## src/rtl/breq_pkg.sv

```systemverilog
package breq_pkg;
  localparam int unsigned QUAL_DEFAULT = 48;
  localparam int unsigned SYNC_DEFAULT = 2;

  // Bits needed to hold counts 0 .. n-1
  function automatic int unsigned cnt_width(input int unsigned n);
    return (n < 2) ? 1 : $clog2(n);
  endfunction
endpackage

```

## src/rtl/breq_sync.sv

```systemverilog
module breq_sync #(
  parameter int unsigned STAGES = breq_pkg::SYNC_DEFAULT
) (
  input  logic clk,
  input  logic din,
  output logic dout
);
  logic [STAGES-1:0] pipe;

  // No reset: the chain keeps sampling during reset so the accepted level can be loaded
  generate
    for (genvar i = 0; i < STAGES; i++) begin : g_stage
      if (i == 0) begin : g_first
        always_ff @(posedge clk) pipe[0] <= din;
      end else begin : g_next
        always_ff @(posedge clk) pipe[i] <= pipe[i-1];
      end
    end
  endgenerate

  assign dout = pipe[STAGES-1];
endmodule

```

## src/rtl/breq_qualifier.sv

```systemverilog
module breq_qualifier #(
  parameter int unsigned QUAL = breq_pkg::QUAL_DEFAULT
) (
  input  logic clk,
  input  logic rst,
  input  logic low_sync,
  output logic acc_low,
  output logic fall_accept
);
  localparam int unsigned CW = breq_pkg::cnt_width(QUAL);
  localparam logic [CW-1:0] LAST = CW'(QUAL - 1);

  logic [CW-1:0] cnt_q;
  logic          acc_q;
  logic          differ;
  logic          done;

  assign differ      = (low_sync != acc_q);
  assign done        = differ && (cnt_q == LAST);
  assign fall_accept = done && !acc_q && !rst;
  assign acc_low     = acc_q;

  always_ff @(posedge clk) begin
    if (rst) begin
      acc_q <= low_sync;
      cnt_q <= '0;
    end else if (!differ) begin
      cnt_q <= '0;
    end else if (done) begin
      acc_q <= ~acc_q;
      cnt_q <= '0;
    end else begin
      cnt_q <= cnt_q + 1'b1;
    end
  end

  // reset loads the accepted level from the synchronized line
  assert_reset_load_R1: assert property (@(posedge clk)
    $past(rst) |-> (acc_q == $past(low_sync)));

  // counter never runs past the qualification limit
  assert_count_bound_R3: assert property (@(posedge clk) disable iff (rst)
    cnt_q <= LAST);

  // accepted level changes only after a full qualifying run
  assert_flip_qualified_R5: assert property (@(posedge clk) disable iff (rst)
    (!$past(rst) && !$stable(acc_q)) |->
      ($past(cnt_q) == LAST && $past(low_sync) != $past(acc_q)));

  // a sample matching the accepted level restarts the run
  assert_restart_R4: assert property (@(posedge clk) disable iff (rst)
    (!$past(rst) && $past(low_sync) == $past(acc_q)) |-> (cnt_q == '0));
endmodule

```

## src/rtl/breq_pulse_gen.sv

```systemverilog
module breq_pulse_gen (
  input  logic clk,
  input  logic rst,
  input  logic acc_low,
  input  logic fall_accept,
  output logic enter_pulse
);
  logic rst_q;
  logic pulse_q;

  always_ff @(posedge clk) begin
    rst_q <= rst;
    if (rst) pulse_q <= 1'b0;
    else     pulse_q <= fall_accept | (rst_q & acc_low);
  end

  assign enter_pulse = pulse_q;

  // a pulse follows either a fresh accepted fall or the end of reset
  assert_pulse_cause_R6: assert property (@(posedge clk) disable iff (rst)
    pulse_q |-> ($rose(acc_low) || $past(rst, 2)));
endmodule

```

## src/rtl/boot_req_detect.sv

```systemverilog
module boot_req_detect #(
  parameter int unsigned QUAL_CYCLES = breq_pkg::QUAL_DEFAULT,
  parameter int unsigned SYNC_STAGES = breq_pkg::SYNC_DEFAULT
) (
  input  logic clk,
  input  logic rst,
  input  logic req_n,
  output logic enter_pulse,
  output logic req_active
);
  logic sync_n;
  logic acc_low;
  logic fall_accept;

  breq_sync #(.STAGES(SYNC_STAGES)) u_sync (
    .clk  (clk),
    .din  (req_n),
    .dout (sync_n)
  );

  breq_qualifier #(.QUAL(QUAL_CYCLES)) u_qual (
    .clk         (clk),
    .rst         (rst),
    .low_sync    (~sync_n),
    .acc_low     (acc_low),
    .fall_accept (fall_accept)
  );

  breq_pulse_gen u_pulse (
    .clk         (clk),
    .rst         (rst),
    .acc_low     (acc_low),
    .fall_accept (fall_accept),
    .enter_pulse (enter_pulse)
  );

  assign req_active = acc_low;

  // pulse only while request level is active
  assert_pulse_level_R6: assert property (@(posedge clk) disable iff (rst)
    enter_pulse |-> req_active);

  // never two entry pulses back to back
  assert_single_pulse_R7: assert property (@(posedge clk) disable iff (rst)
    enter_pulse |=> !enter_pulse);

  // no entry pulse while reset is held
  assert_quiet_reset_R1: assert property (@(posedge clk)
    $past(rst) |-> !enter_pulse);
endmodule

```

## config.mk

```make
export PLATFORM = sky130hd
export DESIGN_NAME = boot_req_detect
export DESIGN_NICKNAME = d
export VERILOG_FILES = /design/src/rtl/breq_pkg.sv /design/src/rtl/breq_sync.sv /design/src/rtl/breq_qualifier.sv /design/src/rtl/breq_pulse_gen.sv /design/src/rtl/boot_req_detect.sv
export SDC_FILE = /design/constraint.sdc
export NUM_CORES = 1
export LEC_CHECK = 0
export BUFFER_PORTS_ARGS = -buffer_cell sky130_fd_sc_hd__buf_2
export CAP_MARGIN = 20
export CORE_AREA = 2 2 39 41
export DETAILED_ROUTE_END_ITERATION = 10
export DIE_AREA = 0 0 41 43
export REMOVE_ABC_BUFFERS = 1
export SYNTH_ARGS = -nofsm -noshare
export SYNTH_HDL_FRONTEND = slang
export SYNTH_SLANG_ARGS = --single-unit
```

## constraint.sdc

```tcl
create_clock -name clk -period 4 [get_ports clk]
set_input_delay 0.2 -clock clk [delete_from_list [all_inputs] [get_ports clk]]
set_output_delay 0.2 -clock clk [all_outputs]
set_load 0.005 [all_outputs]
```

# After elaboration in Yosys (flattened, before gate mapping)
# Cells that the tools add are included.
# totals
reg_bits	11
elab_cells	26
input_bits	3
# op_classes
mux	3
n_reduce_logical	9
addsub	1
bitwise	5
n_eq_ne	2
# ops
cell	count
$add 6x1->6 const B	1
$eq 6x6->1 const B	1
$reduce_bool 2->1	2
$logic_and 1x1->1	3
$mux 1	3
$not 1->1	3
$reduce_or 3->1	1
$logic_not 1->1	2
$reduce_and 2->1	1
$and 1x1->1	1
$ne 1x1->1	1
$or 1x1->1	1

# Depth between registers and ports, before layout
# depth
depth_word	6
depth_mapped	4

# Cells and area by module
# From an unflattened synthesis, not the netlist that was laid out.
# unflattened
hier_cells	44
hier_area_um2	415.4
# by_module_without_submodules
mod	cells_per_inst	seq_area_each_um2	n_inst	area_each_um2
breq_qualifier	37	150.1	1	322.8
breq_pulse_gen	4	40.0	1	48.8
breq_sync	2	40.0	1	40.0
boot_req_detect	1	0.0	1	3.8

# Least setup slack after synthesis
# Ideal clock, no wire load.
# synth_path
kind	reg-to-reg
from	register u_qual.cnt_q[0]
to	register u_pulse.pulse_q (netlist: u_pulse.enter_pulse)
required_time_ps	3930
arrival_ps	1205
path_buffers	0
slack_ps	2726
setup_time_ps	70
stages_incl_launch_ff	5
path_cell_list	dfxtp_1 > ha_1 > nand3_2 > or4_1 > a21oi_1
# synth_between
elab_chain_len	5
# synth_rtl
item	line_no	rtl
start, declared	breq_qualifier.sv:13	logic [CW-1:0] cnt_q;
start signal, assigned	breq_qualifier.sv:33	cnt_q <= cnt_q + 1'b1;
$eq 6x6->1	breq_qualifier.sv:19	assign done = differ && (cnt_q == LAST);
$logic_and 1x1->1	breq_qualifier.sv:19	
$logic_and 1x1->1 (2 in series)	breq_qualifier.sv:20	assign fall_accept = done && !acc_q && !rst;
$or 1x1->1	breq_pulse_gen.sv:14	else pulse_q <= fall_accept | (rst_q & acc_low);
end signal, assigned	breq_pulse_gen.sv:14	
end, declared	breq_pulse_gen.sv:9	logic pulse_q;
# Every way passes these cells.
# A chain may end at the register's enable or synchronous reset.

# Worst setup path after layout
# Same ends and word-level chain as after synthesis.

==> results.cfg <==
[clock_tree]
cts.sinks = 11
post_cts_resized = 0
cts_tree = done
clk_path_buf_depth = 2
root_buffer = clkbuf_4
post_cts_buffers = 0
clkLatencyLatePin_ns = 0.27
numCtsBuffers = 3
cts_hold_buf = 0
clk_pin_slew_worst_paths_ns = 0.07
cts.htree.levels = 1

[critical_path]
critPathMaxFanout = 5
worstRegToRegCells = 4
crit_path_start_kind = flop
timing.rr.end = u_pulse.enter_pulse$_SDFF_PP0_
arrival_ns = 1.57
crit_required_ns = 4.21
crit_path_end_kind = flop
worst-setup-path-type = reg2reg
r2r_start = u_qual.cnt_q[0]$_SDFF_PP0_
r2r_setup_slack_ns = 2.64

[power]
p_leak_nw = 0.181
finalPower_w = 0.000206
vdd_drop_max_v = 0.000106
power_density_nw_per_um2 = 439

[yosys]
ys_warn_count = 0
synth_flop_cell = dfxtp_1
synth-seq-cells = 11
synth.avg_cell_area_sq_um = 10.1
synth-compound-area-share = 0.0867
ys_top_cells_by_area = dfxtp_1, edfxtp_1, nor2_1
synth_top_family_by_area = simple AND/OR/NAND/NOR gates
async_reset_ff_frac = 0
synth_top_area_frac = 0.495
synthSimpleGateAreaFrac = 0.204
synthDistinctLibCells = 19
synthMuxAreaShare = 0.0248
synth_edf_count = 1
syn-cell-area_sq_um = 404
ys_seq_area_frac = 0.570
synth_top_cell_by_area = dfxtp_1
synth_xor_area_frac = 0.0650
yosys.area_share.adder = 0.0310
syn_inst = 40

[placed_design]
dpl.hpwl_um = 466
numPortBuffers = 4
routabilityCongestion = 0.656

[final_layout]
fin_nets = 53
seqCellArea_sq_um = 230
multi_input_area_sq_um = 166
fillCellCount = 144
num_antenna_cells = 0
area_growth_pct = 16.4
layout_common_cells = dfxtp_1, nor2_1, nand2_1, buf_2
final_layout_size_suffix_gt1_frac = 0.188
final_common_cell = dfxtp_1

[min_path]
holdPathStages = 1
hold_start = req_n
hold_class = in2reg
whs_endpoint = u_sync.pipe[0]$_DFF_P_

[sta]
fin_crit_ns = 1.36
maxSlewHeadroom = 0.731
tightest_slew_ns = 0.401
fin_crit_sh = 0.340
hold_viol_final = 0
fin_tns_setup_ns = 0
slew_viol_final = 0
skew_ns = 0.00474
setup_violations = 0
fmax_mhz = 736
rsz0062_at_grt = no

[route]
routed_wl_um = 655
firstDrtPassIters = 2
drc = 0
antenna_left = 0
routedWlPerCell_um = 10.2
num_vias = 290
viasPerCell = 4.53
drt_iter0_markers = 3

[grt]
grt_usage = 0.0929
grt_max_degree = 7
grt_remaining_overflow = 0
grt_pass1_wl_um = 1070
antenna_found_initial = 0
grt_pass1_vias = 283

[job]
max_cap_violations = 0

[die]
core_area_sq_um = 1380
initial_core_util = 0.292
dieHeight_um = 43
io_pins = 5
rows = 14
die_w_um = 41
dieArea_sq_um = 1760

[status]
status = completed
[synthesized netlist by cell type, types with 2 or more instances]
library cell	count
inv_1	2
a21oi_1	3
nand3_1	2
dfxtp_1	10
xnor2_1	2
nand2_1	4
nor2_1	5
[metal layers]
layer / GRT usage / vias to the layer above / wire length [um]
met4: 0.0600 / 0 / 8
met5: 0 / - / 0
met2: 0.144 / 8 / 338
li1: - / 154 / -
met3: 0.0314 / 2 / 24
met1: 0.102 / 126 / 284
[how the worst max path moves through the flow]
stage,slack [ns],start,endpoint,depth (start not counted)
final,2.64,u_qual.cnt_q[0]$_SDFF_PP0_,u_pulse.enter_pulse$_SDFF_PP0_,4
after global routing,2.60,u_qual.cnt_q[0]$_SDFF_PP0_,u_pulse.enter_pulse$_SDFF_PP0_,4
after CTS,2.63,u_qual.cnt_q[0]$_SDFF_PP0_,u_pulse.enter_pulse$_SDFF_PP0_,4
after detailed placement,2.66,u_qual.cnt_q[0]$_SDFF_PP0_,u_pulse.enter_pulse$_SDFF_PP0_,4
after global placement,2.67,u_qual.cnt_q[0]$_SDFF_PP0_,u_pulse.enter_pulse$_SDFF_PP0_,4
after floorplan,2.73,u_qual.cnt_q[0]$_SDFF_PP0_,u_pulse.enter_pulse$_SDFF_PP0_,4
[kinds of logic after synthesis]
family / after synthesis
and+or+nand+nor: 16
DFF: 11
AOI/OAI and AO/OA: 6
xor gates and xnor gates: 3
buffers and inverters: 2
muxes: 1
adders and majority gates: 1
[per-stage QoR]
stage	util	setup WS [ns]	hold slack, ns	std cells	instance area, sq um
floorplan	-	2.73	0.228	40	404
global placement	0.321	2.67	0.302	60	444
detailed placement	0.321	2.66	0.305	60	444
CTS	0.340	2.63	0.0245	64	470
global route	0.340	2.60	0.0148	64	470
finish	0.340	2.64	0.0263	64	470
[registers in the layout (all words and copies together), names as in the netlist]
register and cells:
u_qual.cnt_q 6, u_pulse.enter_pulse 1, u_pulse.rst_q 1, u_qual.acc_low 1
u_sync.dout 1, u_sync.pipe 1
[cell type report]
type	count	share of cell area
Clock buffer	4	0.0559
Inverter	2	0.0160
Multi-Input combinational cell	27	0.354
Sequential cell	11	0.489
Tap cell	16	0.0426
Timing Repair Buffer	4	0.0426
[power by group]
group / internal (W) / total (W) / switching, W
logic: 0.00000501 / 0.0000112 / 0.00000623
registers: 0.000116 / 0.000119 / 0.00000315
clock network: 0.0000386 / 0.0000764 / 0.0000378
total: 0.000159 / 0.000206 / 0.0000471
[critical path, cell delays in order, from the launching register on]
cell and delay, ns:
dfxtp_1 0.37, ha_1 0.21, nand3_2 0.11, or4_1 0.48
a21oi_1 0.12
Power figures use the tool's default switching activity.
